==> src/rtl/tagrc_pkg.sv <==
package tagrc_pkg;

   // Kind of write the victim selector chose for an install
   typedef enum logic [1:0] {
      WR_NONE   = 2'd0,
      WR_UPDATE = 2'd1,
      WR_FILL   = 2'd2,
      WR_EVICT  = 2'd3
   } wr_kind_e;

   // Width of an entry index, never below one bit
   function automatic int unsigned idx_width(input int unsigned depth);
      return (depth > 2) ? $clog2(depth) : 1;
   endfunction

endpackage

==> src/rtl/rc_match.sv <==
module rc_match #(
   parameter int unsigned KEY_W = 102,
   parameter int unsigned DEPTH = 8
) (
   input  logic [DEPTH*KEY_W-1:0] key_tab,
   input  logic [DEPTH-1:0]       valid,
   input  logic [KEY_W-1:0]       probe,
   output logic [DEPTH-1:0]       hit_vec
);

   // One comparator per entry, all in parallel
   for (genvar e = 0; e < DEPTH; e++) begin : g_cmp
      assign hit_vec[e] = valid[e] && (key_tab[e*KEY_W +: KEY_W] == probe);
   end

endmodule

==> src/rtl/rc_store.sv <==
module rc_store #(
   parameter int unsigned KEY_W = 102,
   parameter int unsigned TAG_W = 32,
   parameter int unsigned DEPTH = 8,
   localparam int unsigned IDX_W = tagrc_pkg::idx_width(DEPTH)
) (
   input  logic                   clk,
   input  logic                   rst_n,
   input  logic                   flush,
   input  logic                   wr_en,
   input  logic [IDX_W-1:0]       wr_idx,
   input  logic [KEY_W-1:0]       wr_key,
   input  logic [TAG_W-1:0]       wr_pc,
   input  logic [TAG_W-1:0]       wr_res,
   output logic [DEPTH*KEY_W-1:0] key_tab,
   output logic [DEPTH*TAG_W-1:0] pc_tab,
   output logic [DEPTH*TAG_W-1:0] res_tab,
   output logic [DEPTH-1:0]       valid
);

   logic [DEPTH-1:0] valid_q;
   logic [KEY_W-1:0] key_q [DEPTH];
   logic [TAG_W-1:0] pc_q  [DEPTH];
   logic [TAG_W-1:0] res_q [DEPTH];

   always_ff @(posedge clk or negedge rst_n) begin
      if (!rst_n) begin
         valid_q <= '0;
      end else if (flush) begin
         valid_q <= '0;
      end else if (wr_en) begin
         valid_q[wr_idx] <= 1'b1;
      end
   end

   // Payload storage carries no reset; valid bits qualify it
   for (genvar e = 0; e < DEPTH; e++) begin : g_ent
      always_ff @(posedge clk) begin
         if (wr_en && (wr_idx == IDX_W'(e))) begin
            key_q[e] <= wr_key;
            pc_q[e]  <= wr_pc;
            res_q[e] <= wr_res;
         end
      end
      assign key_tab[e*KEY_W +: KEY_W] = key_q[e];
      assign pc_tab[e*TAG_W +: TAG_W]  = pc_q[e];
      assign res_tab[e*TAG_W +: TAG_W] = res_q[e];
   end

   assign valid = valid_q;


   flush_clears_chk: assert property (@(posedge clk) disable iff (!rst_n)
      flush |=> (valid == '0));


   write_sets_valid_chk: assert property (@(posedge clk) disable iff (!rst_n)
      (wr_en && !flush) |=> valid[$past(wr_idx)]);

endmodule

==> src/rtl/rc_victim.sv <==
module rc_victim #(
   parameter int unsigned DEPTH = 8,
   localparam int unsigned IDX_W = tagrc_pkg::idx_width(DEPTH)
) (
   input  logic                 clk,
   input  logic                 rst_n,
   input  logic                 flush,
   input  logic                 ins_en,
   input  logic [DEPTH-1:0]     valid,
   input  logic [DEPTH-1:0]     ins_hits,
   output logic [IDX_W-1:0]     wr_idx,
   output tagrc_pkg::wr_kind_e  wr_kind
);
   import tagrc_pkg::*;

   logic [IDX_W-1:0] rr_q;
   logic [IDX_W-1:0] free_idx;
   logic [IDX_W-1:0] hit_idx;
   logic             free_found;

   // Lowest free entry and index of an existing match
   always_comb begin
      free_idx   = '0;
      free_found = 1'b0;
      hit_idx    = '0;
      for (int e = 0; e < DEPTH; e++) begin
         if (!free_found && !valid[e]) begin
            free_idx   = IDX_W'(e);
            free_found = 1'b1;
         end
         if (ins_hits[e]) begin
            hit_idx = IDX_W'(e);
         end
      end
   end

   always_comb begin
      if (!ins_en) begin
         wr_kind = WR_NONE;
         wr_idx  = '0;
      end else if (|ins_hits) begin
         wr_kind = WR_UPDATE;
         wr_idx  = hit_idx;
      end else if (free_found) begin
         wr_kind = WR_FILL;
         wr_idx  = free_idx;
      end else begin
         wr_kind = WR_EVICT;
         wr_idx  = rr_q;
      end
   end

   always_ff @(posedge clk or negedge rst_n) begin
      if (!rst_n) begin
         rr_q <= '0;
      end else if (flush) begin
         rr_q <= '0;
      end else if (wr_kind == WR_EVICT) begin
         rr_q <= (rr_q == IDX_W'(DEPTH - 1)) ? '0 : rr_q + 1'b1;
      end
   end


   fill_only_free_chk: assert property (@(posedge clk) disable iff (!rst_n)
      (wr_kind == WR_FILL) |-> !valid[wr_idx]);


   evict_only_full_chk: assert property (@(posedge clk) disable iff (!rst_n)
      (wr_kind == WR_EVICT) |-> (&valid));

endmodule

==> src/rtl/tag_rule_cache.sv <==
module tag_rule_cache #(
   parameter int unsigned OP_W   = 6,
   parameter int unsigned TAG_W  = 32,
   parameter int unsigned N_OPND = 2,
   parameter int unsigned DEPTH  = 8
) (
   input  logic                    clk,
   input  logic                    rst_n,
   input  logic                    lk_req,
   input  logic [OP_W-1:0]         lk_op,
   input  logic [TAG_W-1:0]        lk_pc_tag,
   input  logic [N_OPND*TAG_W-1:0] lk_arg_tags,
   input  logic                    flush,
   input  logic                    ins_en,
   input  logic [OP_W-1:0]         ins_op,
   input  logic [TAG_W-1:0]        ins_pc_tag,
   input  logic [N_OPND*TAG_W-1:0] ins_arg_tags,
   input  logic [TAG_W-1:0]        ins_new_pc_tag,
   input  logic [TAG_W-1:0]        ins_res_tag,
   output logic                    rsp_valid,
   output logic                    rsp_hit,
   output logic                    rsp_fault,
   output logic [TAG_W-1:0]        rsp_pc_tag,
   output logic [TAG_W-1:0]        rsp_res_tag
);
   import tagrc_pkg::*;

   localparam int unsigned KEY_W = OP_W + TAG_W * (N_OPND + 1);
   localparam int unsigned IDX_W = idx_width(DEPTH);

   if (DEPTH < 2) begin : g_bad_depth
      $error("tag_rule_cache: DEPTH must be at least 2");
   end
   if (N_OPND < 1) begin : g_bad_opnd
      $error("tag_rule_cache: N_OPND must be at least 1");
   end
   if (OP_W < 1 || TAG_W < 1) begin : g_bad_width
      $error("tag_rule_cache: OP_W and TAG_W must be positive");
   end

   logic [KEY_W-1:0]       lk_key;
   logic [KEY_W-1:0]       ins_key;
   logic [DEPTH*KEY_W-1:0] key_tab;
   logic [DEPTH*TAG_W-1:0] pc_tab;
   logic [DEPTH*TAG_W-1:0] res_tab;
   logic [DEPTH-1:0]       valid;
   logic [DEPTH-1:0]       lk_hits;
   logic [DEPTH-1:0]       ins_hits;
   logic [IDX_W-1:0]       wr_idx;
   wr_kind_e               wr_kind;
   logic                   wr_en;
   logic                   hit_now;
   logic [TAG_W-1:0]       rd_pc;
   logic [TAG_W-1:0]       rd_res;

   assign lk_key  = {lk_op, lk_pc_tag, lk_arg_tags};
   assign ins_key = {ins_op, ins_pc_tag, ins_arg_tags};

   rc_match #(.KEY_W(KEY_W), .DEPTH(DEPTH)) lk_match_i (
      .key_tab (key_tab),
      .valid   (valid),
      .probe   (lk_key),
      .hit_vec (lk_hits)
   );

   rc_match #(.KEY_W(KEY_W), .DEPTH(DEPTH)) ins_match_i (
      .key_tab (key_tab),
      .valid   (valid),
      .probe   (ins_key),
      .hit_vec (ins_hits)
   );

   rc_victim #(.DEPTH(DEPTH)) victim_i (
      .clk      (clk),
      .rst_n    (rst_n),
      .flush    (flush),
      .ins_en   (ins_en),
      .valid    (valid),
      .ins_hits (ins_hits),
      .wr_idx   (wr_idx),
      .wr_kind  (wr_kind)
   );

   assign wr_en = (wr_kind != WR_NONE) && !flush;

   rc_store #(.KEY_W(KEY_W), .TAG_W(TAG_W), .DEPTH(DEPTH)) store_i (
      .clk     (clk),
      .rst_n   (rst_n),
      .flush   (flush),
      .wr_en   (wr_en),
      .wr_idx  (wr_idx),
      .wr_key  (ins_key),
      .wr_pc   (ins_new_pc_tag),
      .wr_res  (ins_res_tag),
      .key_tab (key_tab),
      .pc_tab  (pc_tab),
      .res_tab (res_tab),
      .valid   (valid)
   );

   // AND-OR read mux; zero when nothing matches
   always_comb begin
      rd_pc  = '0;
      rd_res = '0;
      for (int e = 0; e < DEPTH; e++) begin
         if (lk_hits[e]) begin
            rd_pc  = rd_pc  | pc_tab[e*TAG_W +: TAG_W];
            rd_res = rd_res | res_tab[e*TAG_W +: TAG_W];
         end
      end
   end

   assign hit_now = lk_req && !flush && (|lk_hits);

   always_ff @(posedge clk or negedge rst_n) begin
      if (!rst_n) begin
         rsp_valid   <= 1'b0;
         rsp_hit     <= 1'b0;
         rsp_fault   <= 1'b0;
         rsp_pc_tag  <= '0;
         rsp_res_tag <= '0;
      end else begin
         rsp_valid   <= lk_req;
         rsp_hit     <= hit_now;
         rsp_fault   <= lk_req && !hit_now;
         rsp_pc_tag  <= hit_now ? rd_pc  : '0;
         rsp_res_tag <= hit_now ? rd_res : '0;
      end
   end


   rsp_follows_req_chk: assert property (@(posedge clk) disable iff (!rst_n)
      lk_req |=> rsp_valid);


   no_rsp_without_req_chk: assert property (@(posedge clk) disable iff (!rst_n)
      !lk_req |=> !rsp_valid);


   hit_fault_excl_chk: assert property (@(posedge clk) disable iff (!rst_n)
      rsp_hit |-> (rsp_valid && !rsp_fault));


   miss_tags_zero_chk: assert property (@(posedge clk) disable iff (!rst_n)
      !rsp_hit |-> (rsp_pc_tag == '0 && rsp_res_tag == '0));


   single_match_chk: assert property (@(posedge clk) disable iff (!rst_n)
      $onehot0(lk_hits));


   flush_forces_miss_chk: assert property (@(posedge clk) disable iff (!rst_n)
      (lk_req && flush) |=> rsp_fault);

endmodule

==> config.mk <==
export PLATFORM = sky130hd
export DESIGN_NAME = tag_rule_cache
export DESIGN_NICKNAME = d
export VERILOG_FILES = /design/src/rtl/tagrc_pkg.sv /design/src/rtl/rc_match.sv /design/src/rtl/rc_store.sv /design/src/rtl/rc_victim.sv /design/src/rtl/tag_rule_cache.sv
export SDC_FILE = /design/constraint.sdc
export NUM_CORES = 2
export LEC_CHECK = 0
export BUFFER_PORTS_ARGS = -buffer_cell sky130_fd_sc_hd__buf_2
export CAP_MARGIN = 20
export CELL_PAD_IN_SITES_DETAIL_PLACEMENT = 0
export CELL_PAD_IN_SITES_GLOBAL_PLACEMENT = 1
export CORE_ASPECT_RATIO = 1.5
export CORE_MARGIN = 5
export CORE_UTILIZATION = 44
export DETAILED_ROUTE_END_ITERATION = 8
export PLACE_DENSITY = 0.69
export SYNTH_ARGS = -nofsm -noshare
export SYNTH_HDL_FRONTEND = slang
export SYNTH_SLANG_ARGS = --single-unit
==> constraint.sdc <==
create_clock -name clk -period 22.7 [get_ports clk]
set_input_delay 3.405 -clock clk [delete_from_list [all_inputs] [get_ports clk]]
set_output_delay 3.405 -clock clk [all_outputs]
set_load 0.02 [all_outputs]
==> results of run 1 <==
==> through the flow <==
step | setup slack, ns | hold slack (ns) | utilization [%] | instances
4_1_cts | 12.90 | 0.545 | 50.6 | 7337
3_5_place_dp | 12.07 | 0.528 | 47.5 | 7076
3_3_place_gp | 11.05 | 0.513 | 47.4 | 7067
2_1_floorplan | 9.42 | 0.510 | - | 4849
==> synthesized netlist by cell type (all sizes together) (2+ instances only) <==
cell,number
edfxtp,1328
xnor2,613
xor2,370
nand2b,324
nand4,251
inv,247
nor4,220
clkbuf,206
a22oi,153
o22ai,135
nor2b,134
a22o,128
a221oi,86
o2111ai,82
dfrtp,78
a31oi,65
buf,59
o2bb2ai,53
a2111oi,42
nand2,42
nor2,31
nand3,30
nor3,29
o221ai,29
a221o,16
or4,15
a2111o,11
o21ai,8
a21oi,7
a2bb2oi,7
o2111a,7
a222oi,5
and4,5
or3,4
and2,2
and3,2
clkinv,2
ha,2
mux2i,2
nor4b,2
nor4bb,2
o211ai,2
==> per-layer routing <==
| metal | track usage [%] | overflow |
|---|---|---|
| met1 | 66.2 | 0 |
| met3 | 43.7 | 1 |
| met4 | 64.1 | 58 |
| met2 | 85.7 | 88 |
| met5 | 12.3 | 0 |
==> kinds of logic after synthesis <==
group / Yosys count
mux: 2
simple gates: 1096
fa+ha+maj: 2
xor+xnor: 983
compound gates: 846
buf+inv: 514
flops: 1406
==> summary by stage, run 1 <==
Global routing
The total global routing track utilization is 65.1%. The first-pass GRT wire length is 671 mm. Global routing finished with a remaining overflow of 147.

The via count of the first global-routing pass is 58300. Entering global routing, the biggest net connects 103 pins.

Logic synthesis
The top-area cell type share of the netlist area is 60.5%. The register bit total from synthesis is 1406. Synthesis produced a netlist with a net count of 5124. The simple-gate share of the synthesized area is 10.1%.

After synthesis, the largest family of logic cells by area is XOR/XNOR gates. Each instance of the synthesized netlist takes up on average 13.6 um2. The most used flip-flop cell after synthesis is edfxtp_1. The adder-cell share of the synthesized area is 0.0380%. After synthesis, the share of flip-flops with an asynchronous set or reset is 5.55%.

The number of synthesized flops with an enable pin is 1328. The post-synthesis mux area share is 0.0304%. By area the synthesized netlist is led by edfxtp_1 61%, xnor2_1 8.1%, xor2_1 4.9%.

The synthesized area is 65900 um2. Summing the areas of all xor and xnor instances in the mapped netlist gives 13.1% of the synthesized area. Yosys printed 0 warnings.

Summed over all instances, the cell type with the most area after synthesis is edfxtp_1. The number of instances in the synthesized netlist is 4849. The synthesized netlist contains 61 unique library cells. Summing the areas of all compound-gate instances in the mapped netlist gives 10.2% of the synthesized area. Of the synthesized area, sequential elements account for 63.5%.

Clock tree
The clock tree buffer depth is 3. For this design, the CTS-stage hold fixing added 0 buffers. The number of sinks driven by the clock tree is 1406. CTS placed an instance of clkbuf_16 at the clock tree root. The setup fix buffers added after clock tree synthesis is 0.

Counting the buffers created by CTS gives 143. The H-tree was split into 4 levels. The post-cts sizing count is 0.

Placement
The HPWL after detailed placement is 337 mm. Once placement finished, the instance area stood at 70900 um2. In this run the tool buffered the top-level ports with 339 buffer cells. The congestion estimate from routability-driven global placement came to 1.33.

Run status
The tool reported: "[ERROR GRT-0116] Global routing finished with congestion. Check the congestion regions in the DRC Viewer". The halt point of the flow is global routing (5_1_grt). The flow did not finish.

Die
The initial utilization of the core area, before any placement, comes to 44.1%. The initialized floorplan defines 174 standard-cell rows. Measured along the x axis, the die boundary spans 326 um. The number of ports placed on the die boundary is 340. The height of the die is 484 um.
==> inputs of run 2 (changes only) <==
- CELL_PAD_IN_SITES_DETAIL_PLACEMENT: 0 -> default
- CELL_PAD_IN_SITES_GLOBAL_PLACEMENT: 1 -> default
- CORE_ASPECT_RATIO: 1.5 -> default
- CORE_UTILIZATION: 44 -> 29
- PLACE_DENSITY: 0.69 -> default
- PLACE_DENSITY_LB_ADDON: default -> 0.15
==> summary by stage, run 2 <==
Run status
The run finished with clean final reports.

Clock tree
The source-to-sink clock delay at the later pin of the worst-skew pair is 0.88 ns. The number of sinks driven by the clock tree came to 1406 (unchanged). The clock tree buffer depth is 3 (unchanged).

The number of buffers added by the clock tree synthesis step is 173 (+21%). The buffer cell driving the clock tree root is clkbuf_16. Clock-pin slew was measured on the worst setup and hold paths at 0.06 ns. The number of hold-repair buffers added at the cts stage came to 0 (unchanged). The setup fix buffers added after clock tree synthesis was 0 (unchanged). The clock tree from TritonCTS is done. The CTS H-tree depth is 4 (unchanged). The post-cts sizing count is 0 (unchanged).

Cells and area
The register with the most flip-flops in the final layout is store_i.key_q. Cells with a size suffix above 1 make up 17.4% of the layout. The post-route non-filler standard cell count is 8612.

The number of flip-flops under the largest register name is 816. The most common cell after layout, fill and taps aside is edfxtp_1. The largest registers in the layout are store_i.key_q x816, store_i.pc_q x256, store_i.res_q x256. The filler cells instantiated in the layout total 22400. The finished cells cover 79000 um2. The library cells used most frequently in the layout, excluding fill and tap cells, are 1328 x edfxtp_1, 609 x xnor2_1, 369 x xor2_1. From synthesis to final layout, the design area changed by 20.0%.

The final net count is 5671.

Timing
For the final database, setup skew stands at 0.0924 ns. Setup repair after global routing left no endpoint under its margin. The setup TNS is 0 ns.

The number of hold violations in the final report is 0. For this run, the top clock speed supported by timing is 97.5 MHz. Measured against its own limit, the worst slew margin works out to 13.1%. The tightest hold path in the finished design has a slack of 0.536 ns. The routed design could run at a clock period as short as 10.25 ns. The final count of pins violating max slew is 0. The measured slew at the worst slew-check pin is 1.30 ns.

The final clock period utilization by the worst path is 45.2%. Setup violations remaining at the end of the flow were counted as 0.

Die
The site row count came to 175 (+0.57%). The starting density of the core is 29.0% (-15 points). The die extent in x is 487 um (+49%). The height of the die came to 487 um (+0.56%). The floorplan step defined a die boundary enclosing 237000 um2. In this run the standard cell core region covers 227000 um2. The number of ports placed on the die boundary was 340 (unchanged).

Critical path
In this run the number of cells on the critical path is 13. On the critical path the largest part of the delay comes from simple AND/OR/NAND/NOR gates. The critical path is of the primary input to flip-flop type.

Of all nets on the critical path, the largest fanout is 52. Measured in cells, the most critical reg-to-reg path has a length of 11. The critical path goes through buf_2 -> buf_4 -> inv_1 -> a2111oi_2 -> nand4_1 -> nor4_1 -> and4_1 -> nor4_1 -> and2_1 -> o31a_1 -> nor2_4 -> buf_4 -> buf_4. STA classifies the critical path endpoint as a flip-flop.

The number of buffer and inverter stages on the critical path is 5. The arrival time of data at the critical path endpoint is 10.69 ns. STA classifies the critical path startpoint as a primary input. STA puts the critical path data required time at 23.14 ns. By instance count, the cell type seen most on the critical path is buf_4. The master of the slowest instance on the critical path is a2111oi_2.

On the worst path, the slowest cell contributes a delay of 1.07 ns.

Global routing
The total global routing track utilization is 43.6%. The first-pass GRT wire length is 645 mm. The pin count of the biggest net entering global routing is 125.

The initial antenna violation count is 123. After global routing the overflow that remains totals 0. The via count of the first global-routing pass is 51200.

Logic synthesis
The count of yosys warnings during synthesis was 0 (unchanged). The per-instance average area after synthesis came to 13.6 um2 (unchanged). The sequential area share after synthesis was 63.5% (unchanged). The dominant register cell in the synthesized netlist is edfxtp_1. The synthesized area came to 65900 um2 (unchanged). The number of synthesized flops with an enable pin is 1328 (unchanged). In the post-synthesis netlist, the cell with the most instances is edfxtp_1. The net count of the mapped netlist was 5124 (unchanged). The commonest cells after synthesis are 1328 x edfxtp_1, 613 x xnor2_1, 370 x xor2_1, 324 x nand2b_1, 251 x nand4_1. The number of instances in the synthesized netlist is 4849 (unchanged). The top-area cell type share of the netlist area is 60.5% (unchanged). Yosys attributes the largest share of cell area to edfxtp_1 61%, xnor2_1 8.1%, xor2_1 4.9%.

Of all cell types, the one taking the most synthesized area is edfxtp_1. The register bit total from synthesis is 1406 (unchanged). The number of different library cells in the post-synthesis netlist is 61 (unchanged). The share of flip-flops with an asynchronous set or reset came to 5.55% (unchanged).

Routing
The detailed router placed 54800 vias in this run. After detailed routing, the number of vias per cell comes to 6.36. Once detail routing completed, the nets flagged for antenna violations numbered 0. For this run, design rule violations remaining after detail routing come to 0.

After detailed routing, the average wire length per cell comes to 61.6 um. The final layout contains routed wiring with a total length of 531 mm. The first TritonRoute pass finished after 7 iterations. The number of DRC markers in iteration 0 is 9339.

Placement
The number of buffers inserted by port buffering is 339 (unchanged). The HPWL after detailed placement was 386 mm (+14%). The instance count after placement with tap cells included is 8222 (+16%). The area after detailed placement is 72800 um2 (+2.7%). The final RePlAce weighted congestion is 1.05 (-21%).

Power and ir drop
The cell internal power dissipation is 0.00471 W. The analysis attributes to net switching a power of 0.00192 W. For this design the ratio of total power to cell area is 83.9 nW/um2. Summed over all cells, the static leakage comes to 25.9 nW.

Sequential cells burn 43.8% of the power. The portion of total power attributed to combinational logic is 11.4%. The proportion of power drawn by the clock network is 44.7%.

VDD sags by at most 83.3 uV. The fraction of power spent switching nets is 29.0%.

Hold path
The worst hold path was traced through 2 stages. The class of the tightest hold or removal check is flip-flop to flip-flop.

Flow run
The max-capacitance violation count is 0.
[run 2: power by group through the flow]
| stage | registers (W) | clock network (W) | logic (W) |
|---|---|---|---|
| floorplan | 0.00295 | 0 | 0.000220 |
| global placement | 0.00296 | 0 | 0.000713 |
| detailed placement | 0.00296 | 0 | 0.000704 |
| CTS | 0.00290 | 0.00299 | 0.000707 |
| global route | 0.00290 | 0.00309 | 0.000719 |
| finish | 0.00291 | 0.00297 | 0.000756 |
[run 2: worst register-to-register path: stages, from the launching register on]
cell and delay, ns:
edfxtp_1 0.43, xnor2_1 0.79, nand4_1 0.24, nor4_1 0.78
nand3_1 0.16, nor3_1 0.82, nor3_1 0.15, o311ai_0 0.80
nand3_1 0.43, nor2_4 0.83, buf_4 0.97, buf_4 0.79
[run 2: worst paths after layout]
path / from / endpoint / slack, ns
worst min register to register: store_i.res_q[1][25] / rsp_res_tag[25] / 0.54
worst max-delay path: ins_op[1] / store_i.key_q[1][90] / 12.45
max in group asynchronous: rst_n / rsp_res_tag[11] / 18.91
worst max register to register: store_i.key_q[0][100] / store_i.key_q[1][90] / 15.07
min in group asynchronous: rst_n / rsp_res_tag[19] / 2.59
worst min-delay path: store_i.res_q[1][25] / rsp_res_tag[25] / 0.54
[run 2: cell type report]
class,instances,area (um2),share of cell area [%]
sequential,1406,41800,52.9
multi-input combinational,2929,22400,28.3
clock buffer,218,4600,5.82
timing repair buffer,637,4020,5.08
tap,3009,3760,4.76
clock inverter,106,1380,1.75
inverter,249,935,1.18
antenna,58,145,0.184
[run 2: metrics by stage]
stage                     setup slack, ns  power (W)  utilization [%]
after floorplan                      9.42    0.00317                -
after global placement              11.53    0.00367             32.1
after detailed placement            11.99    0.00366             32.1
after CTS                           12.90    0.00660             34.7
after global routing                12.63    0.00672             34.8
final                               12.45    0.00663             34.8
[run 2: per-layer routing]
metal	share of wire (%)	GRT usage (%)	up-vias
met2	43	64.2	4631
met4	11	39.3	56
li1	-	-	19800
met5	0.071	0	-
met1	37	51.5	28800
met3	9.7	12.5	1472
[run 2: kinds of logic after synthesis]
| logic type | synth area share [%] |
|---|---|
| AOI/OAI and AO/OA | 10.2 |
| xor gates and xnor gates | 13.1 |
| adders and majority gates | 0.0380 |
| buffers and inverters | 3.06 |
| DFF | 63.5 |
| muxes | 0.0304 |
| and+or+nand+nor | 10.1 |
(Power assumes the default switching activity.)
